`config.mk`:
```
export PLATFORM = sky130hd
export DESIGN_NAME = knock_cfg_decoder
export DESIGN_NICKNAME = d
export VERILOG_FILES = /design/src/rtl/knock_cfg_pkg.sv /design/src/rtl/knock_cfg_sync.sv /design/src/rtl/knock_cfg_capture.sv /design/src/rtl/knock_cfg_bank.sv /design/src/rtl/knock_cfg_decoder.sv
export SDC_FILE = /design/constraint.sdc
export NUM_CORES = 1
export LEC_CHECK = 0
export ABC_AREA = 1
export BUFFER_PORTS_ARGS = -buffer_cell sky130_fd_sc_hd__clkbuf_2
export CAP_MARGIN = 25
export CORE_MARGIN = 3
export CORE_UTILIZATION = 30
export CTS_CLUSTER_SIZE = 40
export DETAILED_ROUTE_END_ITERATION = 7
export PLACE_DENSITY = 0.55
export SLEW_MARGIN = 20
export SYNTH_ARGS = -nofsm -noshare
export SYNTH_HDL_FRONTEND = slang
export SYNTH_SLANG_ARGS = --single-unit
```
`constraint.sdc`:
```
create_clock -name clk_i -period 1.6 [get_ports clk_i]
set_input_delay 0.32 -clock clk_i [delete_from_list [all_inputs] [get_ports clk_i]]
set_output_delay 0.32 -clock clk_i [all_outputs]
set_load 0.01 [all_outputs]
```
`src/rtl/knock_cfg_pkg.sv`:
```
package knock_cfg_pkg;
  localparam int WORD_W = 8;
  localparam int GAIN_W = 6;
  localparam int FREQ_W = 6;
  localparam int TC_W   = 5;
  localparam int SO_W   = 2;
  localparam int TEST_W = 5;

  typedef enum logic [2:0] {
    K_GAIN, K_FREQ, K_TC, K_CHAN, K_TEST, K_NONE
  } word_kind_e;

  function automatic word_kind_e kind_of(input logic [WORD_W-1:0] w);
    word_kind_e k;
    unique casez (w[WORD_W-1 -: 3])
      3'b00?:  k = K_GAIN;
      3'b01?:  k = K_FREQ;
      3'b100:  k = K_TC;
      3'b101:  k = K_CHAN;
      3'b110:  k = K_TEST;
      default: k = K_NONE;
    endcase
    return k;
  endfunction
endpackage

```
`src/rtl/knock_cfg_sync.sv`:
```
module knock_cfg_sync #(
  parameter int          WIDTH  = 1,
  parameter int          STAGES = 2,
  parameter logic [WIDTH-1:0] RST_VAL = '0
) (
  input  logic             clk_i,
  input  logic             rst_ni,
  input  logic [WIDTH-1:0] d_i,
  output logic [WIDTH-1:0] q_o
);
  for (genvar b = 0; b < WIDTH; b++) begin : g_bit
    logic [STAGES-1:0] chain_q;
    always_ff @(posedge clk_i or negedge rst_ni) begin
      if (!rst_ni) chain_q <= {STAGES{RST_VAL[b]}};
      else         chain_q <= {chain_q[STAGES-2:0], d_i[b]};
    end
    assign q_o[b] = chain_q[STAGES-1];
  end
endmodule

```
`src/rtl/knock_cfg_capture.sv`:
```
module knock_cfg_capture #(
  parameter int WORD_W = 8
) (
  input  logic              clk_i,
  input  logic              rst_ni,
  input  logic              sck_s_i,
  input  logic              cs_s_i,
  input  logic              mosi_s_i,
  output logic [WORD_W-1:0] word_o,
  output logic              frame_ok_o
);
  localparam int CNT_MAX = WORD_W + 1;
  localparam int CNT_W   = $clog2(CNT_MAX + 1);

  logic              sck_d, cs_d;
  logic              sck_fall, cs_rise, cs_fall;
  logic [WORD_W-1:0] shift_q;
  logic [CNT_W-1:0]  cnt_q;
  logic              ok_q;

  assign sck_fall = sck_d & ~sck_s_i;
  assign cs_rise  = ~cs_d & cs_s_i;
  assign cs_fall  = cs_d & ~cs_s_i;

  always_ff @(posedge clk_i or negedge rst_ni) begin
    if (!rst_ni) begin
      sck_d <= 1'b0;
      cs_d  <= 1'b1;
    end else begin
      sck_d <= sck_s_i;
      cs_d  <= cs_s_i;
    end
  end

  // count saturates one past a full word so overlong frames stay invalid
  always_ff @(posedge clk_i or negedge rst_ni) begin
    if (!rst_ni) begin
      shift_q <= '0;
      cnt_q   <= '0;
    end else if (cs_fall) begin
      cnt_q   <= '0;
    end else if (!cs_s_i && sck_fall) begin
      shift_q <= {shift_q[WORD_W-2:0], mosi_s_i};
      if (cnt_q != CNT_W'(CNT_MAX)) cnt_q <= cnt_q + 1'b1;
    end
  end

  always_ff @(posedge clk_i or negedge rst_ni) begin
    if (!rst_ni) ok_q <= 1'b0;
    else         ok_q <= cs_rise && (cnt_q == CNT_W'(WORD_W));
  end

  assign word_o     = shift_q;
  assign frame_ok_o = ok_q;
endmodule

```
`src/rtl/knock_cfg_bank.sv`:
```
module knock_cfg_bank
  import knock_cfg_pkg::*;
(
  input  logic              clk_i,
  input  logic              rst_ni,
  input  logic              commit_i,
  input  logic [WORD_W-1:0] word_i,
  output logic [GAIN_W-1:0] gain_o,
  output logic [FREQ_W-1:0] freq_o,
  output logic [TC_W-1:0]   tconst_o,
  output logic              chan_o,
  output logic [SO_W-1:0]   so_mode_o,
  output logic [TEST_W-1:0] test_sel_o
);
  word_kind_e kind;
  assign kind = kind_of(word_i);

  always_ff @(posedge clk_i or negedge rst_ni) begin
    if (!rst_ni) begin
      gain_o     <= '0;
      freq_o     <= '0;
      tconst_o   <= '0;
      chan_o     <= 1'b0;
      so_mode_o  <= '0;
      test_sel_o <= '0;
    end else if (commit_i) begin
      case (kind)
        K_GAIN: gain_o     <= word_i[GAIN_W-1:0];
        K_FREQ: freq_o     <= word_i[FREQ_W-1:0];
        K_TC:   tconst_o   <= word_i[TC_W-1:0];
        K_CHAN: begin
          chan_o    <= word_i[0];
          so_mode_o <= word_i[SO_W:1];
        end
        K_TEST: test_sel_o <= word_i[TEST_W-1:0];
        default: ;
      endcase
    end
  end
endmodule

```
`src/rtl/knock_cfg_decoder.sv`:
```
module knock_cfg_decoder
  import knock_cfg_pkg::*;
#(
  parameter int SYNC_STAGES = 2
) (
  input  logic              clk_i,
  input  logic              rst_ni,
  input  logic              sck_i,
  input  logic              cs_ni,
  input  logic              mosi_i,
  input  logic              hold_i,
  output logic [GAIN_W-1:0] gain_o,
  output logic [FREQ_W-1:0] freq_o,
  output logic [TC_W-1:0]   tconst_o,
  output logic              chan_o,
  output logic [SO_W-1:0]   so_mode_o,
  output logic [TEST_W-1:0] test_sel_o
);
  logic [3:0]        pins_s;
  logic              sck_s, cs_s, mosi_s, hold_s;
  logic [WORD_W-1:0] word_q;
  logic              frame_ok;
  logic              commit;

  knock_cfg_sync #(
    .WIDTH  (4),
    .STAGES (SYNC_STAGES),
    .RST_VAL(4'b0100)
  ) u_sync (
    .clk_i (clk_i),
    .rst_ni(rst_ni),
    .d_i   ({hold_i, cs_ni, mosi_i, sck_i}),
    .q_o   (pins_s)
  );
  assign {hold_s, cs_s, mosi_s, sck_s} = pins_s;

  knock_cfg_capture #(.WORD_W(WORD_W)) u_cap (
    .clk_i     (clk_i),
    .rst_ni    (rst_ni),
    .sck_s_i   (sck_s),
    .cs_s_i    (cs_s),
    .mosi_s_i  (mosi_s),
    .word_o    (word_q),
    .frame_ok_o(frame_ok)
  );

  assign commit = frame_ok & hold_s;

  knock_cfg_bank u_bank (
    .clk_i     (clk_i),
    .rst_ni    (rst_ni),
    .commit_i  (commit),
    .word_i    (word_q),
    .gain_o    (gain_o),
    .freq_o    (freq_o),
    .tconst_o  (tconst_o),
    .chan_o    (chan_o),
    .so_mode_o (so_mode_o),
    .test_sel_o(test_sel_o)
  );
endmodule

```
Word level (Yosys, flattened, before mapping)
Cells that the tools add are included.
{"block": "totals", "inputBits": 6, "register_bits": 48, "wordCells": 52}
{"block": "classes", "add_sub_neg": 1, "eq_ne": 10, "mux": 4, "reduce_logical": 14, "bitwise_logic": 8}
{"operator": "one-hot mux 3 bit (5 select lines)", "count": 1}
{"operator": "AND reduction 2 bit", "count": 7}
{"operator": "== test 3 bit (second input constant)", "count": 4}
{"operator": "two-way mux 4 bit", "count": 3}
{"operator": "== test 3 x 2 -> 1 bit (second input constant)", "count": 2}
{"operator": "adder 4 x 1 -> 4 bit (second input constant)", "count": 1}
{"operator": "AND 1 bit", "count": 4}
{"operator": "== test 4 bit (second input constant)", "count": 1}
{"operator": "inequality test 4 bit (second input constant)", "count": 1}
{"operator": "inverter 1 bit", "count": 4}
{"operator": "nonzero test 2 bit", "count": 2}
{"operator": "== test 3 x 1 -> 1 bit (second input constant)", "count": 1}
{"operator": "logical NOT 3 bit", "count": 1}
{"operator": "== test 2 x 1 -> 1 bit (second input constant)", "count": 1}
{"operator": "logical AND 1 bit", "count": 2}
{"operator": "logical NOT 2 bit", "count": 1}
{"operator": "logical NOT 1 bit", "count": 1}

Logic depth before layout (Yosys ltp)
{"block": "logic_depth", "ltp_word": 5, "mapped_depth": 6}

Cells and area by module
From an unflattened synthesis, not the netlist that was laid out.
{"block": "unflattened", "hier_cells": 203, "hier_area_um2": 1933.1}
{"mod": "knock_cfg_bank", "n_inst": 1, "cells_per_inst": 115, "area_each_um2": 1024.7, "seq_area_each_um2": 625.6}
{"mod": "knock_cfg_capture", "n_inst": 1, "cells_per_inst": 74, "area_each_um2": 668.1, "seq_area_each_um2": 376.6}
{"mod": "knock_cfg_sync", "n_inst": 1, "cells_per_inst": 12, "area_each_um2": 232.7, "seq_area_each_um2": 202.7}
{"mod": "knock_cfg_decoder", "n_inst": 1, "cells_per_inst": 2, "area_each_um2": 7.5, "seq_area_each_um2": 0.0}

Worst setup path before layout
Ideal clock, no wire load.
{"block": "synth_timing", "path_kind": "reg-to-reg", "start": "reg u_sync.g_bit[2].chain_q[1]", "end": "reg u_cap.cnt_q[0]", "path_slack_ns": 0.496, "stages_incl_launch_ff": 6, "arrival_ns": 0.978, "required_time_ns": 1.474, "cell_sequence": "dfstp_2 inv_2 nand2_1 nand3_1 nand2_2 o21ai_0"}
{"block": "synth_between", "elab_chain_cells": 4}
{"element": "start, declared", "line_no": "knock_cfg_sync.sv:12", "text": "logic [STAGES-1:0] chain_q;"}
{"element": "start signal, assigned", "line_no": "knock_cfg_sync.sv:14", "text": "if (!rst_ni) chain_q <= {STAGES{RST_VAL[b]}};"}
{"element": "start signal, assigned", "line_no": "knock_cfg_sync.sv:15", "text": "else chain_q <= {chain_q[STAGES-2:0], d_i[b]};"}
{"element": "inverter 1 bit / logical NOT 1 bit (equally long branches)", "line_no": "knock_cfg_capture.sv:23, knock_cfg_capture.sv:42"}
{"element": "AND 1 bit / logical AND 1 bit (equally long branches)", "line_no": "knock_cfg_capture.sv:23, knock_cfg_capture.sv:42"}
{"element": "nonzero test 2 bit (no source line)"}
{"element": "AND reduction 2 bit (no source line)"}
{"element": "end signal, assigned", "line_no": "knock_cfg_capture.sv:44", "text": "if (cnt_q != CNT_W'(CNT_MAX)) cnt_q <= cnt_q + 1'b1;"}
{"element": "end, declared", "line_no": "knock_cfg_capture.sv:18", "text": "logic [CNT_W-1:0] cnt_q;"}
Parallel ways exist; a longest one is shown, timed or not.
A chain may end at the register's enable or synchronous reset.

Final worst setup path
{"block": "layout_timing", "start": "reg u_cap.shift_q[7], in the netlist u_cap.word_o[7]", "end": "reg u_bank.freq_o[0]"}
{"block": "layout_between", "elab_chain_cells": 4}
{"element": "start, declared", "line_no": "knock_cfg_capture.sv:17", "text": "logic [WORD_W-1:0] shift_q;"}
{"element": "start signal, assigned", "line_no": "knock_cfg_capture.sv:43", "text": "shift_q <= {shift_q[WORD_W-2:0], mosi_s_i};"}
{"element": "== test 3 bit (tied with other cells)", "line_no": "knock_cfg_pkg.sv:15", "text": "unique casez (w[WORD_W-1 -: 3])"}
{"element": "one-hot mux 3 bit (5 select lines) *", "line_no": "knock_cfg_pkg.sv:15"}
{"element": "== test 3 x 1 -> 1 bit *", "line_no": "knock_cfg_bank.sv:27", "text": "case (kind)"}
{"element": "AND reduction 2 bit (no source line) *"}
{"element": "end signal, assigned", "line_no": "knock_cfg_bank.sv:29", "text": "K_FREQ: freq_o <= word_i[FREQ_W-1:0];"}
{"element": "end, declared", "line_no": "knock_cfg_bank.sv:9", "text": "output logic [FREQ_W-1:0] freq_o,"}
Every way passes the cells marked *; elsewhere a longest branch is shown, timed or not.

==> impl_metrics.py <==
metrics = {
    "setup_path": {
        "worst_ep_required_time_ps": 1780,
        "crit_slowest_cell": "dfrtp_1",
        "worst-setup-path-type": "flip-flop to flip-flop",
        "slowest_delay_ps": 420,
        "endpoint_kind": "flip-flop",
        "crit_fanout": 12,
        "path_buf_inv": 1,
        "crit_family": "simple AND/OR/NAND/NOR gates",
        "start_kind": "flip-flop",
        "cp.arrival_ps": 1390,
        "crit_chain": "inv_1 > nand3_2 > nand2_1 > o21ai_2",
        "r2r_setup_slack_ps": 390,
    },
    "timing": {
        "setup_violations": 0,
        "slew_viol_final": 0,
        "period_minus_slack_ps": 1209,
        "max_freq_mhz": 826.8,
        "worst_pin_slew_ps": 300.1,
        "fin_setup_tns_ps": 0,
        "rsz0062_at_grt": "false",
        "relSlewSlack": 0.7997,
        "fin_worst_skew_ps": 4.668,
        "report.final.hold_viol_count": 0,
        "fin_crit_sh": 0.7559,
        "fin_ws_ps": 390.5,
    },
    "worst_hold_path": {
        "hold_class": "input port to flip-flop",
    },
    "logic_synthesis": {
        "syn_nets": 177,
        "synthCells": 168,
        "yosysUniqueCellTypes": 22,
        "synth_edf_count": 0,
        "avgSynthCellArea_um2": 10.90,
        "ys_ff_latch": 48,
        "ys.flop_type": "dfrtp_1",
        "synth.yosys.seq_area_share": 0.6578,
        "ys_warn_count": 0,
        "synthArstFlopShare": 1.000,
        "syn_area_um2": 1832,
    },
    "clock_network": {
        "cts.htree.levels": 2,
        "cts_setup_buffers": 0,
        "cts_buffers": 5,
        "cts_buffer_depth": 2,
        "cts_tree": "yes",
        "clk_pin_slew_ps": 90,
        "clockRootBuffer": "clkbuf_8",
        "cts.sinks": 48,
        "clk_latency_ps": 290,
    },
    "detailed_routing": {
        "num_vias": 1220,
        "drt_iter0_markers": 92,
        "viasPerCell": 4.404,
        "drc": 0,
        "dr.pass1.iters": 4,
        "routedWlPerCell_um": 12.29,
        "wl_um": 3404,
        "detail-route-antenna-nets": 0,
    },
    "floorplanning": {
        "fp.dieH_um": 84.14,
        "die_x_um": 84.14,
        "start_util": 0.3208,
        "core-area_um2": 5709,
        "pin_count": 31,
        "rows": 27,
        "die-area_um2": 7080,
    },
    "pwr": {
        "p_leak_uw": 0.001062,
        "power_density_nw_per_um2": 1158,
        "seqPwrFrac": 0.549,
        "vdd_drop_max_uv": 567.2,
        "p_sw_frac": 0.2645,
        "p_comb_frac": 0.112,
        "p_sw_uw": 670.5,
        "internal_power_uw": 1864,
        "p_clk_frac": 0.339,
    },
    "run_status": {
        "status": "finished, final reports clean",
    },
    "final_layout": {
        "multi_input_area_um2": 546.8,
        "fin_cells": 277,
        "insertedDiodeCount": 0,
        "filler_cell_count": 555,
        "ff_latch_area_um2": 1205,
        "fin_nets": 213,
        "layout-drive-gt1-share": 0.2780,
        "syn_to_final_growth_pct": 19.54,
    },
    "run": {
        "max-cap-violations": 0,
    },
    "grt": {
        "grt_overflow_total": 0,
        "first_global_vias": 1284,
        "grt_usage": 0.1070,
        "antenna_found_initial": 0,
        "grt_max_degree": 49,
        "grt_pass1_wl_um": 6099,
    },
    "placement": {
        "post-place-ws_ps": 396.0,
        "place_congestion": 0.8315,
        "placed_cells": 268,
        "portBuffers": 30,
        "dpl.hpwl_um": 2343,
    },
}
==> logic make-up (layout without fill, tap and decap cells) <==
kind of cell / Yosys count / count (layout) / share of synthesized area
compound gates: 37 / 37 / 0.1134
xor+xnor: 1 / 1 / 0.004782
fa+ha+maj: 3 / 3 / 0.02049
buf+inv: 18 / 55 / 0.04371
flops: 48 / 48 / 0.6578
simple gates: 61 / 61 / 0.1598
==> worst paths after layout <==
kind | from | depth (start not counted) | to
setup / recovery | u_cap.word_o[7]$_DFFE_PN0P_ | 4 | u_bank.freq_o[0]$_DFFE_PN0P_
hold / removal | cs_ni | 1 | u_sync.g_bit[2].chain_q[0]$_DFF_PN1_
setup reg to reg | u_cap.word_o[7]$_DFFE_PN0P_ | 4 | u_bank.freq_o[0]$_DFFE_PN0P_
hold reg to reg | u_sync.g_bit[1].chain_q[0]$_DFF_PN0_ | 0 | u_sync.g_bit[1].chain_q[1]$_DFF_PN0_
max in group asynchronous | rst_ni | 3 | u_sync.g_bit[2].chain_q[1]$_DFF_PN1_
min in group asynchronous | rst_ni | 3 | u_bank.gain_o[2]$_DFFE_PN0P_
==> synth_stat cells (2+ instances only) <==
cell	instances	area [um2]
nand2_2	2	12.51
nor2_1	3	11.26
dfrtp_1	45	1126
o21ai_0	29	145.1
ha_1	3	37.54
inv_1	14	52.55
nand2_1	44	165.2
o21ai_2	6	52.55
dfstp_2	3	78.83
nand3_2	4	40.04
nand3_1	4	20.02
==> sequential cells by signal, indices dropped and copies added (netlist names) <==
signal,count
u_bank.chan_o,1
u_bank.freq_o,6
u_bank.gain_o,6
u_bank.so_mode_o,2
u_bank.tconst_o,5
u_bank.test_sel_o,5
u_cap.cnt_q,4
u_cap.cs_d,1
u_cap.frame_ok_o,1
u_cap.sck_d,1
u_cap.word_o,8
u_sync.g_bit.chain_q,8
==> power by group through the flow <==
stage	Clock [uW]	Combinational, uW	Sequential, uW
after floorplan	0	175	1400
after global placement	0	290	1410
after CTS	893	295	1390
after detailed placement	0	292	1410
after global routing	936	337	1410
final	859	284	1390
==> per-stage QoR <==
stage,power [uW],hold slack (ps),utilization,area [um2]
4_1_cts,2579,86.80,0.3835,2190
5_1_grt,2680,83.99,0.3835,2190
3_5_place_dp,1706,330.2,0.3623,2068
2_1_floorplan,1577,24.41,-,1832
6_report,2535,97.22,0.3835,2190
3_3_place_gp,1703,327.4,0.3623,2068
==> routing by layer <==
layer / global-route usage / vias to the layer above / share of wire
met1: 0.1406 / 571 / 0.48
li1: - / 613 / -
met3: 0.02159 / 8 / 0.041
met5: 0 / - / 0
met4: 0.05117 / 0 / 0.020
met2: 0.1693 / 28 / 0.46
==> layout by cell type (no fill, tap or decap) <==
| master | instances |
|---|---|
| nand2_2 | 2 |
| clkinvlp_4 | 1 |
| inv_1 | 14 |
| buf_12 | 1 |
| nor3_1 | 1 |
| dfrtp_1 | 45 |
| clkbuf_2 | 30 |
| nand4_1 | 1 |
| nand4_4 | 1 |
| clkbuf_8 | 5 |
| bufinv_16 | 1 |
| dfstp_2 | 3 |
| nor2_4 | 1 |
| nand3_1 | 4 |
| nand3_2 | 4 |
| dlygate4sd3_1 | 1 |
| o21ai_0 | 29 |
| ha_1 | 3 |
| o21ai_2 | 6 |
| nor2_1 | 3 |
| xor2_1 | 1 |
| o21ai_1 | 1 |
| clkinv_2 | 1 |
| inv_2 | 1 |
| a21oi_1 | 1 |
| nand2_1 | 44 |
==> final cells by class <==
class,instances,share of cell area
clock inverters,3,0.01943
inverters,15,0.02571
flip-flops and latches,48,0.5503
well taps,72,0.04114
clock buffers,5,0.03143
multi-input cells,102,0.2497
repair buffers,32,0.08229
==> timing repair <==
action,in CTS,in global routing
hold buffers,1,0
endpoints found under the hold margin,10,0
resized for setup,0,0
Note: power is estimated with default switching activity, not from simulation.
